==> config.mk <==
export PLATFORM = sky130hd
export DESIGN_NAME = hblank_vram_dma
export DESIGN_NICKNAME = d
export VERILOG_FILES = /design/src/rtl/hdma_pkg.sv /design/src/rtl/hdma_edge.sv /design/src/rtl/hdma_addr.sv /design/src/rtl/hdma_ctrl.sv /design/src/rtl/hblank_vram_dma.sv
export SDC_FILE = /design/constraint.sdc
export NUM_CORES = 1
export LEC_CHECK = 0
export BUFFER_PORTS_ARGS = -buffer_cell sky130_fd_sc_hd__buf_2
export CAP_MARGIN = 10
export CORE_MARGIN = 1.5
export CORE_UTILIZATION = 30
export DETAILED_ROUTE_END_ITERATION = 6
export PLACE_DENSITY_LB_ADDON = 0.08
export SLEW_MARGIN = 20
export SYNTH_ARGS = -nofsm -noshare
export SYNTH_HDL_FRONTEND = slang
export SYNTH_HIERARCHICAL = 1
export SYNTH_SLANG_ARGS = --single-unit
==> constraint.sdc <==
create_clock -name clk_i -period 3.1 [get_ports clk_i]
set_input_delay 0.31 -clock clk_i [delete_from_list [all_inputs] [get_ports clk_i]]
set_output_delay 0.31 -clock clk_i [all_outputs]
set_load 0.03 [all_outputs]
==> src/rtl/hdma_pkg.sv <==
package hdma_pkg;
  typedef enum logic [2:0] {
    REG_SRC_HI = 3'd0,
    REG_SRC_LO = 3'd1,
    REG_DST_HI = 3'd2,
    REG_DST_LO = 3'd3,
    REG_CTRL   = 3'd4
  } hdma_reg_e;

  localparam logic [15:0] FOLD_LIMIT = 16'hE000;
  localparam logic [15:0] FOLD_MASK  = 16'hBFFF;

  function automatic logic [15:0] fold_src(input logic [15:0] a);
    return (a >= FOLD_LIMIT) ? (a & FOLD_MASK) : a;
  endfunction
endpackage

==> src/rtl/hdma_edge.sv <==
module hdma_edge (
  input  logic clk_i,
  input  logic rst_ni,
  input  logic lvl_i,
  output logic rise_o
);
  logic prev_q;

  always_ff @(posedge clk_i or negedge rst_ni) begin
    if (!rst_ni) prev_q <= 1'b0;
    else         prev_q <= lvl_i;
  end

  assign rise_o = lvl_i & ~prev_q;
endmodule

==> src/rtl/hdma_addr.sv <==
module hdma_addr #(
  parameter int ADDR_W  = 16,
  parameter int VRAM_AW = 13
) (
  input  logic               clk_i,
  input  logic               rst_ni,
  input  logic               reg_we_i,
  input  logic [2:0]         reg_addr_i,
  input  logic [7:0]         reg_wdata_i,
  input  logic               step_i,
  output logic [ADDR_W-1:0]  src_o,
  output logic [VRAM_AW-1:0] vram_addr_o,
  output logic               dst_last_o
);
  import hdma_pkg::*;

  logic [ADDR_W-1:0] src_q, dst_q;

  assign dst_last_o  = &dst_q;
  assign src_o       = src_q;
  assign vram_addr_o = dst_q[VRAM_AW-1:0];

  always_ff @(posedge clk_i or negedge rst_ni) begin
    if (!rst_ni) begin
      src_q <= '0;
      dst_q <= '0;
    end else if (step_i) begin
      // pointers freeze on the final address
      if (!dst_last_o) begin
        dst_q <= dst_q + 1'b1;
        src_q <= fold_src(src_q + 1'b1);
      end
    end else if (reg_we_i) begin
      case (reg_addr_i)
        REG_SRC_HI: src_q[15:8] <= reg_wdata_i;
        REG_SRC_LO: src_q[7:0]  <= {reg_wdata_i[7:4], 4'h0};
        REG_DST_HI: dst_q       <= {reg_wdata_i, dst_q[7:4], 4'h0};
        REG_DST_LO: dst_q[7:0]  <= {reg_wdata_i[7:4], 4'h0};
        default: ;
      endcase
    end
  end
endmodule

==> src/rtl/hdma_ctrl.sv <==
module hdma_ctrl #(
  parameter int CHUNK = 16,
  parameter int LEN_W = 7
) (
  input  logic             clk_i,
  input  logic             rst_ni,
  input  logic             ctl_we_i,
  input  logic [LEN_W:0]   ctl_wdata_i,
  input  logic             hbl_rise_i,
  input  logic             dst_last_i,
  output logic             xfer_o,
  output logic             busy_o,
  output logic [LEN_W:0]   rdata_o
);
  localparam int SHIFT   = $clog2(CHUNK);
  localparam int BYTES_W = LEN_W + SHIFT + 1;
  localparam int CNT_W   = SHIFT + 1;

  logic               active_q, active_d;
  logic               paced_q, paced_d;
  logic [BYTES_W-1:0] len_q, len_d, chunks_m1;
  logic [CNT_W-1:0]   chunk_q, chunk_d;
  logic               go;

  assign xfer_o = active_q && (len_q != '0) && (!paced_q || chunk_q != '0);
  assign go     = active_q && paced_q && hbl_rise_i && (len_q != '0) && (chunk_q == '0);

  always_comb begin
    len_d    = len_q;
    chunk_d  = chunk_q;
    active_d = active_q;
    paced_d  = paced_q;
    if (xfer_o) begin
      if (dst_last_i) begin
        len_d   = '0;
        chunk_d = '0;
      end else begin
        len_d = len_q - 1'b1;
        if (paced_q) chunk_d = chunk_q - 1'b1;
      end
    end
    if (go) chunk_d = CNT_W'(CHUNK);
    if (ctl_we_i) begin
      if (!ctl_wdata_i[LEN_W] && active_q && paced_q) begin
        // committed chunk becomes the last one
        if (chunk_d != '0) len_d = BYTES_W'(chunk_d);
        else               len_d = '0;
      end else begin
        paced_d  = ctl_wdata_i[LEN_W];
        len_d    = (BYTES_W'(ctl_wdata_i[LEN_W-1:0]) + BYTES_W'(1)) << SHIFT;
        chunk_d  = '0;
        active_d = 1'b1;
      end
    end
    active_d = active_d && (len_d != '0);
  end

  always_ff @(posedge clk_i or negedge rst_ni) begin
    if (!rst_ni) begin
      active_q <= 1'b0;
      paced_q  <= 1'b0;
      len_q    <= '0;
      chunk_q  <= '0;
    end else begin
      active_q <= active_d;
      paced_q  <= paced_d;
      len_q    <= len_d;
      chunk_q  <= chunk_d;
    end
  end

  assign chunks_m1 = (len_q - 1'b1) >> SHIFT;
  assign busy_o    = active_q;
  assign rdata_o   = active_q ? {1'b0, chunks_m1[LEN_W-1:0]} : '1;
endmodule

==> src/rtl/hblank_vram_dma.sv <==
module hblank_vram_dma #(
  parameter int ADDR_W  = 16,
  parameter int VRAM_AW = 13,
  parameter int CHUNK   = 16,
  parameter int LEN_W   = 7
) (
  input  logic               clk_i,
  input  logic               rst_ni,
  input  logic               reg_we_i,
  input  logic [2:0]         reg_addr_i,
  input  logic [7:0]         reg_wdata_i,
  output logic [7:0]         len_rdata_o,
  output logic               busy_o,
  input  logic               hblank_i,
  input  logic               bank_i,
  output logic               src_re_o,
  output logic [ADDR_W-1:0]  src_addr_o,
  input  logic [7:0]         src_data_i,
  output logic               vram_we_o,
  output logic               vram_bank_o,
  output logic [VRAM_AW-1:0] vram_addr_o,
  output logic [7:0]         vram_wdata_o
);
  import hdma_pkg::*;

  logic hbl_rise, xfer, dst_last, ctl_we;

  assign ctl_we = reg_we_i && (reg_addr_i == REG_CTRL);

  hdma_edge i_edge (
    .clk_i  (clk_i),
    .rst_ni (rst_ni),
    .lvl_i  (hblank_i),
    .rise_o (hbl_rise)
  );

  hdma_addr #(.ADDR_W(ADDR_W), .VRAM_AW(VRAM_AW)) i_addr (
    .clk_i       (clk_i),
    .rst_ni      (rst_ni),
    .reg_we_i    (reg_we_i),
    .reg_addr_i  (reg_addr_i),
    .reg_wdata_i (reg_wdata_i),
    .step_i      (xfer),
    .src_o       (src_addr_o),
    .vram_addr_o (vram_addr_o),
    .dst_last_o  (dst_last)
  );

  hdma_ctrl #(.CHUNK(CHUNK), .LEN_W(LEN_W)) i_ctrl (
    .clk_i       (clk_i),
    .rst_ni      (rst_ni),
    .ctl_we_i    (ctl_we),
    .ctl_wdata_i (reg_wdata_i),
    .hbl_rise_i  (hbl_rise),
    .dst_last_i  (dst_last),
    .xfer_o      (xfer),
    .busy_o      (busy_o),
    .rdata_o     (len_rdata_o)
  );

  assign src_re_o     = xfer;
  assign vram_we_o    = xfer;
  assign vram_bank_o  = bank_i;
  assign vram_wdata_o = src_data_i;
endmodule

* Word-level counts from Yosys, hierarchy flattened
Index checks and enable logic that the tools add are counted.
** Word-level totals
- Flip-flop bits (word level) :: 52
- Input port bits :: 24
- Output and inout bits :: 49
- Word-level logic and storage cells :: 82
** Cells by class
- Add/subtract/negate cells :: 5
- Magnitude comparators :: 1
- Eq/ne operators :: 6
- Multiplexer cells :: 25
- Bitwise operators :: 3
- Reduce and logical (&&, ||, !) cells :: 32
** Operators by type and width (number)
- $mux 16 :: 6
- $mux 12 :: 4
- $mux 5 :: 7
- $add 16x1->16 const B :: 2
- $mux 8 :: 4
- $reduce_bool 12->1 :: 2
- $ge 16x16->1 const B :: 1
- $pmux 8 s2 :: 1
- $reduce_and 16->1 :: 1
- $mux 15 :: 1
- $reduce_and 3->1 :: 4
- $sub 12x1->12 const B :: 1
- $logic_and 1x1->1 :: 10
- $reduce_bool 2->1 :: 5
- $reduce_bool 5->1 :: 2
- $add 7x1->8 const B :: 1
- $eq 3x2->1 const B :: 2
- $logic_not 5->1 :: 1
- $sub 5x1->5 const B :: 1
- $ne 2x2->1 const B :: 2
- $reduce_and 4->1 :: 1
- $eq 3x1->1 const B :: 1
- $eq 3x3->1 const B :: 1
- $logic_not 3->1 :: 1
- other kinds (7) :: 10

* Depth between registers and ports, before layout
Gate-level depths: netlist of the first run.
- Depth after elaboration :: 12
- Mapped depth :: 15
- Gate-level depth less buffers :: 11

* By module
Netlist of the first run, hierarchy kept.
** By module, submodules not included
- hdma_addr :: times used 1, cells each 266, area each 2254.7 µm², sequential area each 800.8 µm²
- hdma_ctrl :: times used 1, cells each 184, area each 1526.5 µm², sequential area each 475.5 µm²
- hblank_vram_dma :: times used 1, cells each 11, area each 87.6 µm², sequential area each 0.0 µm²
- hdma_edge :: times used 1, cells each 2, area each 38.8 µm², sequential area each 25.0 µm²

* Worst setup path before layout of the first run
Ideal clock, no wire load.
- Path kind :: flip-flop to flip-flop
- Start :: register i_addr.dst_q[0]
- End :: register i_ctrl.active_q, in the netlist i_ctrl/busy_o
- Library setup time :: 0.129 ns
- Arrival time :: 3.013 ns
- Data required time :: 2.971 ns
- Setup slack :: -0.042 ns
- Stages on the path, launching flop included :: 14
- Path buffers :: 3
- Clock period less this slack :: 3.142 ns
- Cells stage by stage :: dfrtp_1 ha_1 nand3_1 or3_1 buf_2 nor2_1 clkbuf_1 clkbuf_1 a31oi_1 o311ai_0 o311ai_0 nor4_1 nand4b_1 o41a_1
** Between the ends
- Elaborated cells on any way between the ends :: 12
- Classes of those cells :: 8 x mux; 4 x reduce/logical
** RTL lines
- start, declared :: RTL line hdma_addr.sv:17 : logic [ADDR_W-1:0] src_q, dst_q;
- start signal, assigned :: RTL line hdma_addr.sv:30 : dst_q <= dst_q + 1'b1;
- start signal, assigned :: RTL line hdma_addr.sv:37 : REG_DST_HI: dst_q <= {reg_wdata_i, dst_q[7:4], 4'h0};
- start signal, assigned :: RTL line hdma_addr.sv:38 : REG_DST_LO: dst_q[7:0] <= {reg_wdata_i[7:4], 4'h0};
- $reduce_and 16->1 :: RTL line hdma_addr.sv:19 : assign dst_last_o = &dst_q;
- net dst_last :: RTL line hblank_vram_dma.sv:26 : logic hbl_rise, xfer, dst_last, ctl_we;
- $mux 12 :: RTL line hdma_ctrl.sv:34 : if (dst_last_i) begin
- $mux 12 :: RTL line hdma_ctrl.sv:33 : if (xfer_o) begin
- $mux 12 :: RTL line hdma_ctrl.sv:43 : if (ctl_we_i) begin
- net i_ctrl.len_d[11] :: RTL line hdma_ctrl.sv:21 : logic [BYTES_W-1:0] len_q, len_d, chunks_m1;
- $reduce_bool 12->1 :: RTL line hdma_ctrl.sv:55 : active_d = active_d && (len_d != '0);
- $logic_and 1x1->1 :: RTL line hdma_ctrl.sv:55
- net i_ctrl.active_d :: RTL line hdma_ctrl.sv:19 : logic active_q, active_d;
- end signal, assigned :: RTL line hdma_ctrl.sv:65 : active_q <= active_d;
- end, declared :: RTL line hdma_ctrl.sv:19
The timed path passes the listed nets, and every way through them passes these cells.
A chain may end at the register's enable or synchronous reset.

* Worst setup path in the final report of the first run
- Start :: register i_ctrl.len_q[0]
- End :: register i_addr.src_q[10], in the netlist i_addr/src_o[10]
** Between the ends
- Cells in the longest elaborated chain, start to end :: 5
- Elaborated cells on any way between the ends :: 8
- Classes of those cells :: 1 x eq/ne; 1 x mux; 6 x reduce/logical
** RTL lines
- start, declared :: RTL line hdma_ctrl.sv:21
- start signal, assigned :: RTL line hdma_ctrl.sv:67 : len_q <= len_d;
- $reduce_bool 12->1 * :: RTL line hdma_ctrl.sv:25 : assign xfer_o = active_q && (len_q != '0) && (!paced_q || chunk_q != '0);
- $logic_and 1x1->1 * (2 in series) :: RTL line hdma_ctrl.sv:25
- $ne 2x2->1 (no source line) or $reduce_bool 2->1 (tied branches)
- $reduce_and 3->1 (no source line)
- end signal, assigned :: RTL line hdma_addr.sv:31 : src_q <= fold_src(src_q + 1'b1);
- end signal, assigned :: RTL line hdma_addr.sv:35 : REG_SRC_HI: src_q[15:8] <= reg_wdata_i;
- end, declared :: RTL line hdma_addr.sv:17
Every way passes the cells marked *; elsewhere a longest branch is shown, timed or not.

==> flow_results.xml, run 1 <==
<?xml version="1.0" encoding="UTF-8"?>
<metrics>
  <group name="critical_path">
    <metric name="worst_ep_arrival_time" unit="ns">3.07</metric>
    <metric name="cp.required" unit="ns">3.28</metric>
    <metric name="timing.critical_path.fanout_max" unit="">9</metric>
    <metric name="cp-start-kind" unit="">flop</metric>
    <metric name="path_class" unit="">flop to flop</metric>
    <metric name="crit_path_end_kind" unit="">flop</metric>
  </group>
  <group name="floorplan">
    <metric name="die_h" unit="um">117</metric>
    <metric name="die_area" unit="um2">13700</metric>
    <metric name="boundaryPins" unit="">73</metric>
    <metric name="initial_utilization" unit="">0.308</metric>
    <metric name="placeableCoreArea" unit="um2">12700</metric>
    <metric name="chipWidth" unit="um">117</metric>
    <metric name="row_count" unit="">41</metric>
  </group>
  <group name="synth">
    <metric name="synth.cell_area" unit="um2">3910</metric>
    <metric name="synth-main-ff-cell" unit="">dfrtp_1</metric>
    <metric name="number_of_synthesized_flops_with_an_enable_pin" unit="">0</metric>
    <metric name="synth_seq_cells" unit="">52</metric>
    <metric name="netlist.top_cell.by_area" unit="">dfrtp_1</metric>
    <metric name="synth.yosys.seq_area_share" unit="">0.333</metric>
    <metric name="ys_top_cells_by_area" unit="">dfrtp_1 33%, buf_4 4.8%, nand3_1 4.5%, nand2_1 3.7%, nor2_1 3.3%</metric>
    <metric name="synth_fp_nets" unit="">493</metric>
    <metric name="yosysWarnings" unit="">6</metric>
    <metric name="post_synth.cell_area_avg" unit="um2">8.44</metric>
    <metric name="synth.distinct_cells" unit="">76</metric>
    <metric name="synth_async_sr_flop_share" unit="">1.00</metric>
    <metric name="synth_largest_type_area_fraction" unit="">0.333</metric>
    <metric name="post_synth_inst_count" unit="">463</metric>
  </group>
  <group name="clocking">
    <metric name="cts_tree" unit="">yes</metric>
    <metric name="cts.reportedPaths.clkPinSlew" unit="ns">0.07</metric>
    <metric name="cts_htree_levels" unit="">2</metric>
    <metric name="cts_max_path_buffers" unit="">2</metric>
    <metric name="tritoncts.num_buffers" unit="">5</metric>
    <metric name="clock_sink_count" unit="">52</metric>
    <metric name="cts.root.buffer_cell" unit="">clkbuf_16</metric>
    <metric name="insertion_delay" unit="ns">0.30</metric>
  </group>
  <group name="cells_and_area">
    <metric name="layout-drive-gt1-share" unit="">0.240</metric>
    <metric name="final_util" unit="">0.362</metric>
    <metric name="n_antenna_cell" unit="">0</metric>
    <metric name="nets" unit="">546</metric>
    <metric name="syn2layout_area_growth" unit="%">17.5</metric>
  </group>
  <group name="sta">
    <metric name="setup_viol" unit="">0</metric>
    <metric name="timing_worst_slew_pin_value" unit="ns">0.646</metric>
    <metric name="final-hold-violation-count" unit="">0</metric>
    <metric name="layout_min_cycle_time" unit="ns">2.89</metric>
    <metric name="holdWs" unit="ns">0.133</metric>
    <metric name="highest_clock_rate" unit="GHz">0.346</metric>
    <metric name="final_max_slew_viol_count" unit="">0</metric>
    <metric name="totalNegativeSetupSlack" unit="ns">0</metric>
    <metric name="fin_crit_sh" unit="">0.932</metric>
    <metric name="finalClockSkew" unit="ns">0.00354</metric>
    <metric name="relSlewSlack" unit="">0.566</metric>
  </group>
  <group name="drt">
    <metric name="post_drt_via_cell_ratio" unit="">5.66</metric>
    <metric name="drcViolationCount" unit="">0</metric>
    <metric name="num_vias" unit="">3901</metric>
    <metric name="firstDrtPassIters" unit="">5</metric>
    <metric name="route.final.wire_length" unit="mm">13.1</metric>
    <metric name="dr.first_iter.drc_count" unit="">289</metric>
    <metric name="post_drt_wl_per_cell" unit="um">19.0</metric>
    <metric name="antenna_left" unit="">0</metric>
  </group>
  <group name="global_routing">
    <metric name="global_route.overflow_total" unit="">0</metric>
    <metric name="vias_in_the_first_global_route" unit="">3670</metric>
    <metric name="largest_net_degree_at_the_start_of_global_routing" unit="">38</metric>
    <metric name="grt_antenna_before_repair" unit="">0</metric>
    <metric name="wire_length_of_the_first_global_routing_pass" unit="mm">20.8</metric>
    <metric name="global_route.usage.total" unit="">0.201</metric>
  </group>
  <group name="placement">
    <metric name="post-dp-hpwl" unit="mm">9.68</metric>
    <metric name="io_buffer_count" unit="">54</metric>
    <metric name="place_congestion" unit="">0.823</metric>
  </group>
  <group name="power_and_ir_drop">
    <metric name="power_leakage" unit="nW">1.90</metric>
    <metric name="vdd_ir_drop_max" unit="mV">0.539</metric>
    <metric name="power.density_cell_area" unit="nW/um2">1170</metric>
    <metric name="report.power.total" unit="W">0.00537</metric>
  </group>
  <group name="outcome">
    <metric name="run_status" unit="">finished, final reports clean</metric>
  </group>
  <group name="hold_path">
    <metric name="holdCritPathClass" unit="">input pin to flop</metric>
  </group>
  <group name="run">
    <metric name="cap_viol_max_count" unit="">0</metric>
  </group>
</metrics>
## cell usage in the layout (no fill, tap or decap), types with 4 or more instances in the layout
master,Yosys,routed
a21oi_1,17,17
a22o_1,4,4
a22oi_1,7,7
a31oi_1,8,8
and3_1,7,7
buf_2,4,54
buf_4,25,37
clkbuf_16,0,5
dfrtp_1,52,52
ha_1,6,5
inv_1,21,21
mux2i_1,7,7
nand2_1,38,37
nand2b_1,5,5
nand3_1,35,35
nand3b_1,4,4
nand4_1,8,8
nor2_1,34,33
nor3_1,15,15
nor4_2,3,4
o211ai_1,8,8
o21a_1,4,4
o21ai_0,19,18
o21ai_1,7,8
o22ai_1,7,7
o311ai_1,6,4
o311ai_2,0,4
o31ai_1,4,4
or3_1,6,6
or4_1,4,4
xnor2_1,4,4
xor2_1,4,4
## area by class of cell
class                      instances  area (um2)
multi-input combinational        342        2270
fill                            1334        8080
sequential                        52        1300
timing repair buffer              93         578
tap                              172         215
clock buffer                       8         146
inverter                          22        82.6
## path summary, 6_finish.rpt
check / from / endpoint / slack [ns] / cells past startpoint
setup / recovery: i_ctrl/len_q[0] / i_addr/src_o[10] / 0.21 / 11
hold / removal: hblank_i / i_edge/prev_q / 0.13 / 1
setup reg to reg: i_ctrl/len_q[0] / i_addr/src_o[10] / 0.21 / 11
hold reg to reg: i_ctrl/chunk_q[2] / i_ctrl/chunk_q[2] / 0.57 / 2
max in group asynchronous: rst_ni / i_ctrl/chunk_q[1] / 1.76 / 3
min in group asynchronous: rst_ni / i_addr/dst_q[3] / 0.46 / 2
## state kept, by name, indices dropped and copies added (netlist names)
signal / flops
i_ctrl/paced_q: 1
i_addr/dst_q: 16
i_ctrl/len_q: 12
i_ctrl/chunk_q: 5
i_edge/prev_q: 1
i_addr/src_o: 16
i_ctrl/busy_o: 1
## metrics by stage
stage,cells,area (um2),setup WS (ns)
CTS,688,4540,0.0462
global route,689,4590,-0.00785
floorplan,463,3910,0.0288
global placement,679,4380,0.0850
finish,689,4590,0.209
detailed placement,679,4380,0.0840
## critical path: stages, from the launching register on
cell,delay (ns)
dfrtp_1,0.44
inv_1,0.11
ha_1,0.14
nor3b_2,0.33
and3_1,0.23
or2_1,0.16
inv_2,0.07
nor4b_4,0.39
a211oi_1,0.19
a21oi_2,0.40
nand4_1,0.15
nor3b_1,0.16
## synthesized netlist by cell type (all sizes together) (8+ instances only)
library cell	count
buf	33
o21ai	26
clkbuf	14
inv	22
nand2	38
nand3	35
o311ai	9
dfrtp	52
o211ai	8
nor3	16
a21oi	18
a31oi	8
nor2	34
nand4	10
## timing repair
action / in CTS / in global routing
hold endpoints to repair: 15 / 0
buffers inserted: 0 / 1
hold buffers: 1 / 0
endpoints found under the setup margin: 0 / 1
gates resized for setup: 0 / 11
## power by group
group | total (W) | switching [W] | internal, W
sequential | 0.00142 | 0.000413 | 0.00101
clock | 0.000586 | 0.000263 | 0.000323
combinational | 0.00336 | 0.00210 | 0.00126
## cells by family after synthesis
| family | count (synthesis) | synth area share |
|---|---|---|
| AO/OA/AOI/OAI | 133 | 0.244 |
| multiplexers | 8 | 0.0208 |
| adder cells (fa/ha/maj) | 6 | 0.0192 |
| buffers and inverters | 69 | 0.0983 |
| XOR/XNOR | 8 | 0.0179 |
| flip-flops | 52 | 0.333 |
| AND/OR/NAND/NOR | 187 | 0.267 |
## routing by layer
layer | global-route usage | share of wire | vias to the layer above
met5 | 0 | 0 | -
met4 | 0.0514 | 0.014 | 0
met3 | 0.0355 | 0.065 | 15
met2 | 0.305 | 0.44 | 153
met1 | 0.294 | 0.48 | 1889
li1 | - | - | 1844
Power figures use the tool's default switching activity.
==> run 2, diff against run 1 <==
--- a/config.mk
+++ b/config.mk
@@ -7,6 +7,8 @@
 export LEC_CHECK = 0
 export BUFFER_PORTS_ARGS = -buffer_cell sky130_fd_sc_hd__buf_2
 export CAP_MARGIN = 10
+export CELL_PAD_IN_SITES_DETAIL_PLACEMENT = 0
+export CELL_PAD_IN_SITES_GLOBAL_PLACEMENT = 1
 export CORE_MARGIN = 1.5
 export CORE_UTILIZATION = 30
 export DETAILED_ROUTE_END_ITERATION = 6
==> flow_results.xml, run 2 (synthesized netlist as in run 1, its figures left out) <==
<?xml version="1.0" encoding="UTF-8"?>
<metrics>
  <group name="floorplan">
    <metric name="initial_utilization" unit="">0.308</metric>
    <metric name="boundaryPins" unit="">73</metric>
    <metric name="placeableCoreArea" unit="um2">12700</metric>
    <metric name="chipWidth" unit="um">117</metric>
    <metric name="row_count" unit="">41</metric>
    <metric name="die_area" unit="um2">13700</metric>
    <metric name="die_h" unit="um">117</metric>
  </group>
  <group name="sta">
    <metric name="fin_crit_sh" unit="">0.943</metric>
    <metric name="relSlewSlack" unit="">0.559</metric>
    <metric name="totalNegativeSetupSlack" unit="ns">0</metric>
    <metric name="layout_min_cycle_time" unit="ns">2.92</metric>
    <metric name="timing_worst_slew_pin_value" unit="ns">0.656</metric>
    <metric name="finalClockSkew" unit="ns">0.00645</metric>
    <metric name="setup_viol" unit="">0</metric>
    <metric name="final-hold-violation-count" unit="">0</metric>
    <metric name="final_max_slew_viol_count" unit="">0</metric>
    <metric name="highest_clock_rate" unit="GHz">0.342</metric>
  </group>
  <group name="clocking">
    <metric name="tritoncts.num_buffers" unit="">5</metric>
    <metric name="cts_hold_buffers" unit="">0</metric>
    <metric name="cts_tree" unit="">yes</metric>
    <metric name="insertion_delay" unit="ns">0.29</metric>
    <metric name="cts.root.buffer_cell" unit="">clkbuf_16</metric>
    <metric name="clock_sink_count" unit="">52</metric>
    <metric name="cts.reportedPaths.clkPinSlew" unit="ns">0.07</metric>
    <metric name="cts_htree_levels" unit="">2</metric>
    <metric name="cts_max_path_buffers" unit="">2</metric>
  </group>
  <group name="power_and_ir_drop">
    <metric name="power.density_cell_area" unit="nW/um2">1160</metric>
    <metric name="vdd_ir_drop_max" unit="mV">0.412</metric>
    <metric name="power_leakage" unit="nW">1.88</metric>
  </group>
  <group name="cells_and_area">
    <metric name="layout_commonest_cell" unit="">buf_2</metric>
    <metric name="syn2layout_area_growth" unit="%">15.6</metric>
    <metric name="n_antenna_cell" unit="">0</metric>
    <metric name="n_fill_cell" unit="">1368</metric>
    <metric name="finalNonFillerCells" unit="">684</metric>
    <metric name="nets" unit="">542</metric>
    <metric name="layout.area.seq" unit="um2">1300</metric>
    <metric name="design_area" unit="um2">4520</metric>
    <metric name="multi_input_area" unit="um2">2250</metric>
    <metric name="layout_common_cells" unit="">53 x buf_2, 52 x dfrtp_1, 37 x nand2_1</metric>
    <metric name="layout-drive-gt1-share" unit="">0.229</metric>
  </group>
  <group name="drt">
    <metric name="drcViolationCount" unit="">0</metric>
    <metric name="dr.first_iter.drc_count" unit="">200</metric>
    <metric name="post_drt_via_cell_ratio" unit="">5.51</metric>
    <metric name="firstDrtPassIters" unit="">4</metric>
    <metric name="num_vias" unit="">3768</metric>
    <metric name="route.final.wire_length" unit="mm">12.7</metric>
    <metric name="antenna_left" unit="">0</metric>
    <metric name="post_drt_wl_per_cell" unit="um">18.6</metric>
  </group>
  <group name="critical_path">
    <metric name="critical_path.cell_chain" unit="">ha_1, nand3_1, or3_1, nor2_1, buf_6, a31oi_1, o311ai_1, o311ai_1, nor4_2, nand4b_1, o41a_1</metric>
    <metric name="timing.critical_path.fanout_max" unit="">13</metric>
    <metric name="rr_endpoint" unit="">i_ctrl/busy_o</metric>
    <metric name="worst_r2r_startpoint" unit="">i_addr/dst_q[0]</metric>
    <metric name="cp.required" unit="ns">3.27</metric>
    <metric name="crit_path_end_kind" unit="">flop</metric>
    <metric name="worst_path_dominant_cell_family" unit="">simple AND/OR/NAND/NOR gates</metric>
    <metric name="cp_common_cell" unit="">o311ai_1</metric>
    <metric name="worst_ep_arrival_time" unit="ns">3.10</metric>
    <metric name="cp-start-kind" unit="">flop</metric>
    <metric name="cp.buffers_inverters" unit="">1</metric>
    <metric name="cp_slowest_stage_delay" unit="ns">0.42</metric>
    <metric name="cp_slowest_cell" unit="">or3_1</metric>
    <metric name="reg2reg_setup_slack" unit="ns">0.18</metric>
    <metric name="path_class" unit="">flop to flop</metric>
    <metric name="r2r_cells" unit="">11</metric>
  </group>
  <group name="global_routing">
    <metric name="global_route.overflow_total" unit="">0</metric>
    <metric name="global_route.usage.total" unit="">0.194</metric>
    <metric name="wire_length_of_the_first_global_routing_pass" unit="mm">20.3</metric>
    <metric name="grt_antenna_before_repair" unit="">0</metric>
    <metric name="largest_net_degree_at_the_start_of_global_routing" unit="">44</metric>
    <metric name="vias_in_the_first_global_route" unit="">3683</metric>
  </group>
  <group name="placement">
    <metric name="post-dp-hpwl" unit="mm">9.50</metric>
    <metric name="place_congestion" unit="">0.848</metric>
    <metric name="io_buffer_count" unit="">54</metric>
    <metric name="placed_cell_count" unit="">676</metric>
    <metric name="placed_area" unit="um2">4350</metric>
  </group>
  <group name="outcome">
    <metric name="run_status" unit="">finished, final reports clean</metric>
  </group>
  <group name="hold_path">
    <metric name="holdCritPathClass" unit="">input pin to async pin</metric>
  </group>
  <group name="run">
    <metric name="cap_viol_max_count" unit="">0</metric>
  </group>
</metrics>
run 2: cell types whose count changed in the layout (fill, tap and decap cells not counted), sizes merged:
cell         before  now
clkbuf            8    6
buf              92   89
clkinv            0    1
dlygate4sd3       1    0
run 2: area by class of cell:
class                           instances  area share
Timing Repair Buffer                   89       0.119
Sequential cell                        52       0.288
Clock inverter                          1     0.00111
Tap cell                              172      0.0476
Clock buffer                            6      0.0285
Multi-Input combinational cell        342       0.497
Inverter                               22      0.0183
run 2: worst max-delay path by stage:
stage                     cells after the start       startpoint             to  slack, ns
after detailed placement                     11  i_addr/dst_q[0]  i_ctrl/busy_o       0.08
after global routing                         11  i_addr/dst_q[0]  i_ctrl/busy_o     -0.004
after CTS                                    11  i_addr/dst_q[0]  i_ctrl/busy_o       0.06
after global placement                       11  i_addr/dst_q[0]  i_ctrl/busy_o       0.05
after floorplan                              13  i_addr/dst_q[0]  i_ctrl/busy_o       0.03
final                                        11  i_addr/dst_q[0]  i_ctrl/busy_o       0.18
run 2: what timing repair did:
| item | CTS | global route |
|---|---|---|
| setup buffers | 0 | 1 |
| hold endpoints to repair | 0 | 0 |
| setup endpoints to repair | 0 | 2 |
| gates resized for setup | 0 | 8 |
run 2: stage by stage:
stage | util | total power, W | setup WS [ns] | hold WS [ns]
final | 0.357 | 0.00525 | 0.176 | 0.0147
after global routing | 0.357 | 0.00571 | -0.00432 | 0.0651
after CTS | 0.354 | 0.00527 | 0.0617 | 0.135
after detailed placement | 0.343 | 0.00468 | 0.0840 | 0.439
after global placement | 0.343 | 0.00470 | 0.0470 | 0.437
after floorplan | - | 0.00380 | 0.0288 | 0.0144
run 2: layer usage:
layer | vias up | track usage | wire length (um) | share of wire
li1 | 1835 | - | - | -
met1 | 1818 | 0.256 | 5870 | 0.46
met2 | 97 | 0.329 | 6160 | 0.48
met3 | 18 | 0.0263 | 422 | 0.033
met4 | 0 | 0.0610 | 277 | 0.022
met5 | - | 0 | 0 | 0
run 2: power breakdown:
part	leakage [nW]	internal, W	switching, W
sequential	0.599	0.00101	0.000426
combinational	1.21	0.00123	0.00204
clock	0.0667	0.000295	0.000255
==> run 3, diff against run 2 <==
==> constraint.sdc (replaced) <==
create_clock -name clk_i -period 3.3 [get_ports clk_i]
set_input_delay 0.33 -clock clk_i [delete_from_list [all_inputs] [get_ports clk_i]]
set_output_delay 0.33 -clock clk_i [all_outputs]
set_load 0.03 [all_outputs]
==> flow_results.xml, run 3 (synthesized netlist as in run 1, its figures left out) <==
<?xml version="1.0" encoding="UTF-8"?>
<metrics>
  <group name="power_and_ir_drop">
    <metric name="power_leakage" unit="nW">1.81</metric>
    <metric name="power.density_cell_area" unit="nW/um2">1100</metric>
    <metric name="vdd_ir_drop_max" unit="mV">0.424</metric>
  </group>
  <group name="cells_and_area">
    <metric name="layout_common_cells" unit="">54 x buf_2, 52 x dfrtp_1, 38 x nand2_1</metric>
    <metric name="layout_commonest_cell" unit="">buf_2</metric>
    <metric name="n_antenna_cell" unit="">0</metric>
    <metric name="nets" unit="">528</metric>
    <metric name="design_area" unit="um2">4420</metric>
    <metric name="layout-drive-gt1-share" unit="">0.200</metric>
    <metric name="syn2layout_area_growth" unit="%">13.2</metric>
    <metric name="n_fill_cell" unit="">1382</metric>
  </group>
  <group name="sta">
    <metric name="totalNegativeSetupSlack" unit="ns">0</metric>
    <metric name="timing_worst_slew_pin_value" unit="ns">0.640</metric>
    <metric name="highest_clock_rate" unit="GHz">0.329</metric>
    <metric name="relSlewSlack" unit="">0.570</metric>
    <metric name="setup_viol" unit="">0</metric>
    <metric name="final-hold-violation-count" unit="">0</metric>
    <metric name="fin_crit_sh" unit="">0.921</metric>
    <metric name="final_max_slew_viol_count" unit="">0</metric>
    <metric name="setup_repair_after_global_routing_missed_its_margin" unit="">false</metric>
    <metric name="finalClockSkew" unit="ns">0.00432</metric>
    <metric name="layout_min_cycle_time" unit="ns">3.04</metric>
  </group>
  <group name="critical_path">
    <metric name="worst_setup_path_startpoint" unit="">i_addr/dst_q[1]</metric>
    <metric name="crit_path_end_kind" unit="">flop</metric>
    <metric name="cp.required" unit="ns">3.48</metric>
    <metric name="worst_r2r_startpoint" unit="">i_addr/dst_q[1]</metric>
    <metric name="worst_ep_arrival_time" unit="ns">3.22</metric>
    <metric name="path_class" unit="">flop to flop</metric>
    <metric name="cp-start-kind" unit="">flop</metric>
    <metric name="timing.critical_path.fanout_max" unit="">18</metric>
  </group>
  <group name="clocking">
    <metric name="cts_htree_levels" unit="">2</metric>
    <metric name="cts_max_path_buffers" unit="">2</metric>
    <metric name="insertion_delay" unit="ns">0.30</metric>
    <metric name="tritoncts.num_buffers" unit="">5</metric>
    <metric name="cts_setup_buffers" unit="">0</metric>
    <metric name="cts_tree" unit="">yes</metric>
    <metric name="cts.root.buffer_cell" unit="">clkbuf_16</metric>
    <metric name="cts.reportedPaths.clkPinSlew" unit="ns">0.07</metric>
    <metric name="cts_hold_buffers" unit="">0</metric>
    <metric name="clock_sink_count" unit="">52</metric>
    <metric name="post_cts.resized_instances" unit="">0</metric>
  </group>
  <group name="drt">
    <metric name="num_vias" unit="">3724</metric>
    <metric name="antenna_left" unit="">0</metric>
    <metric name="dr.first_iter.drc_count" unit="">238</metric>
    <metric name="drcViolationCount" unit="">0</metric>
    <metric name="route.final.wire_length" unit="mm">12.8</metric>
    <metric name="post_drt_via_cell_ratio" unit="">5.55</metric>
    <metric name="post_drt_wl_per_cell" unit="um">19.1</metric>
    <metric name="firstDrtPassIters" unit="">5</metric>
  </group>
  <group name="hold_path">
    <metric name="holdCritPathClass" unit="">input pin to async pin</metric>
  </group>
  <group name="floorplan">
    <metric name="boundaryPins" unit="">73</metric>
    <metric name="die_area" unit="um2">13700</metric>
    <metric name="placeableCoreArea" unit="um2">12700</metric>
    <metric name="chipWidth" unit="um">117</metric>
    <metric name="initial_utilization" unit="">0.308</metric>
    <metric name="die_h" unit="um">117</metric>
    <metric name="row_count" unit="">41</metric>
  </group>
  <group name="run">
    <metric name="cap_viol_max_count" unit="">0</metric>
  </group>
  <group name="outcome">
    <metric name="run_status" unit="">finished, final reports clean</metric>
  </group>
  <group name="placement">
    <metric name="place_congestion" unit="">0.804</metric>
    <metric name="placed_area" unit="um2">4270</metric>
    <metric name="io_buffer_count" unit="">54</metric>
    <metric name="post-dp-hpwl" unit="mm">9.48</metric>
  </group>
  <group name="global_routing">
    <metric name="largest_net_degree_at_the_start_of_global_routing" unit="">40</metric>
    <metric name="global_route.usage.total" unit="">0.197</metric>
    <metric name="grt_antenna_before_repair" unit="">0</metric>
    <metric name="wire_length_of_the_first_global_routing_pass" unit="mm">20.3</metric>
    <metric name="global_route.overflow_total" unit="">0</metric>
    <metric name="vias_in_the_first_global_route" unit="">3676</metric>
  </group>
</metrics>
-- run 3: cell count changes in the layout (fill, tap and decap cells not counted), sizes merged --
cell / previous run / this run
buf: 89 / 75
clkbuf: 6 / 8
clkinv: 1 / 0
-- run 3: cell type report --
type,count,area (um2),share of cell area
multi-input cells,342,2220,0.503
flip-flops and latches,52,1300,0.294
repair buffers,75,453,0.102
well taps,172,215,0.0487
clock buffers,8,146,0.0331
inverters,22,82.6,0.0187
-- run 3: path summary, 6_finish.rpt --
kind	slack [ns]	cells past startpoint	to
worst min-delay path	0.02	1	i_addr/dst_q[5]
worst max-delay path	0.26	12	i_ctrl/busy_o
worst min register to register	0.56	1	i_addr/dst_q[3]
min in group clk_i	0.16	1	i_edge/prev_q
worst max register to register	0.26	12	i_ctrl/busy_o
max in group asynchronous	2.44	2	i_ctrl/chunk_q[2]
-- run 3: metrics by stage --
step / utilization / worst slack, ns / power (W) / std cells / hold WS [ns]
finish: 0.349 / 0.260 / 0.00488 / 671 / 0.0238
global route: 0.349 / 0.0428 / 0.00527 / 671 / 0.0601
CTS: 0.349 / 0.199 / 0.00492 / 671 / 0.0397
detailed placement: 0.337 / 0.229 / 0.00435 / 663 / 0.358
global placement: 0.337 / 0.246 / 0.00437 / 663 / 0.363
floorplan: - / 0.158 / 0.00357 / 463 / 0.0344
-- run 3: where the power goes --
part / switching [W] / leakage [nW] / internal (W)
registers: 0.000442 / 0.599 / 0.000945
logic: 0.00186 / 1.15 / 0.00109
clock network: 0.000241 / 0.0712 / 0.000304
-- run 3: worst max-delay path: stages, from the launching register on --
cell and delay [ns]:
dfrtp_1 0.41, ha_1 0.22, nand3_1 0.15, or3_1 0.43, nor2_2 0.16, buf_12 0.16
inv_1 0.10, o21a_1 0.11, o21ai_0 0.20, a32oi_1 0.11, a221oi_1 0.33, nand4b_1 0.13
o41a_1 0.38
-- run 3: per-layer routing --
metal,up-vias,wire length (um),global-route usage,part of all wire
li1,1799,-,-,-
met1,1805,5590,0.246,0.44
met3,20,458,0.0268,0.036
met5,-,0,0,0
met2,100,6480,0.347,0.51
met4,0,292,0.0691,0.023
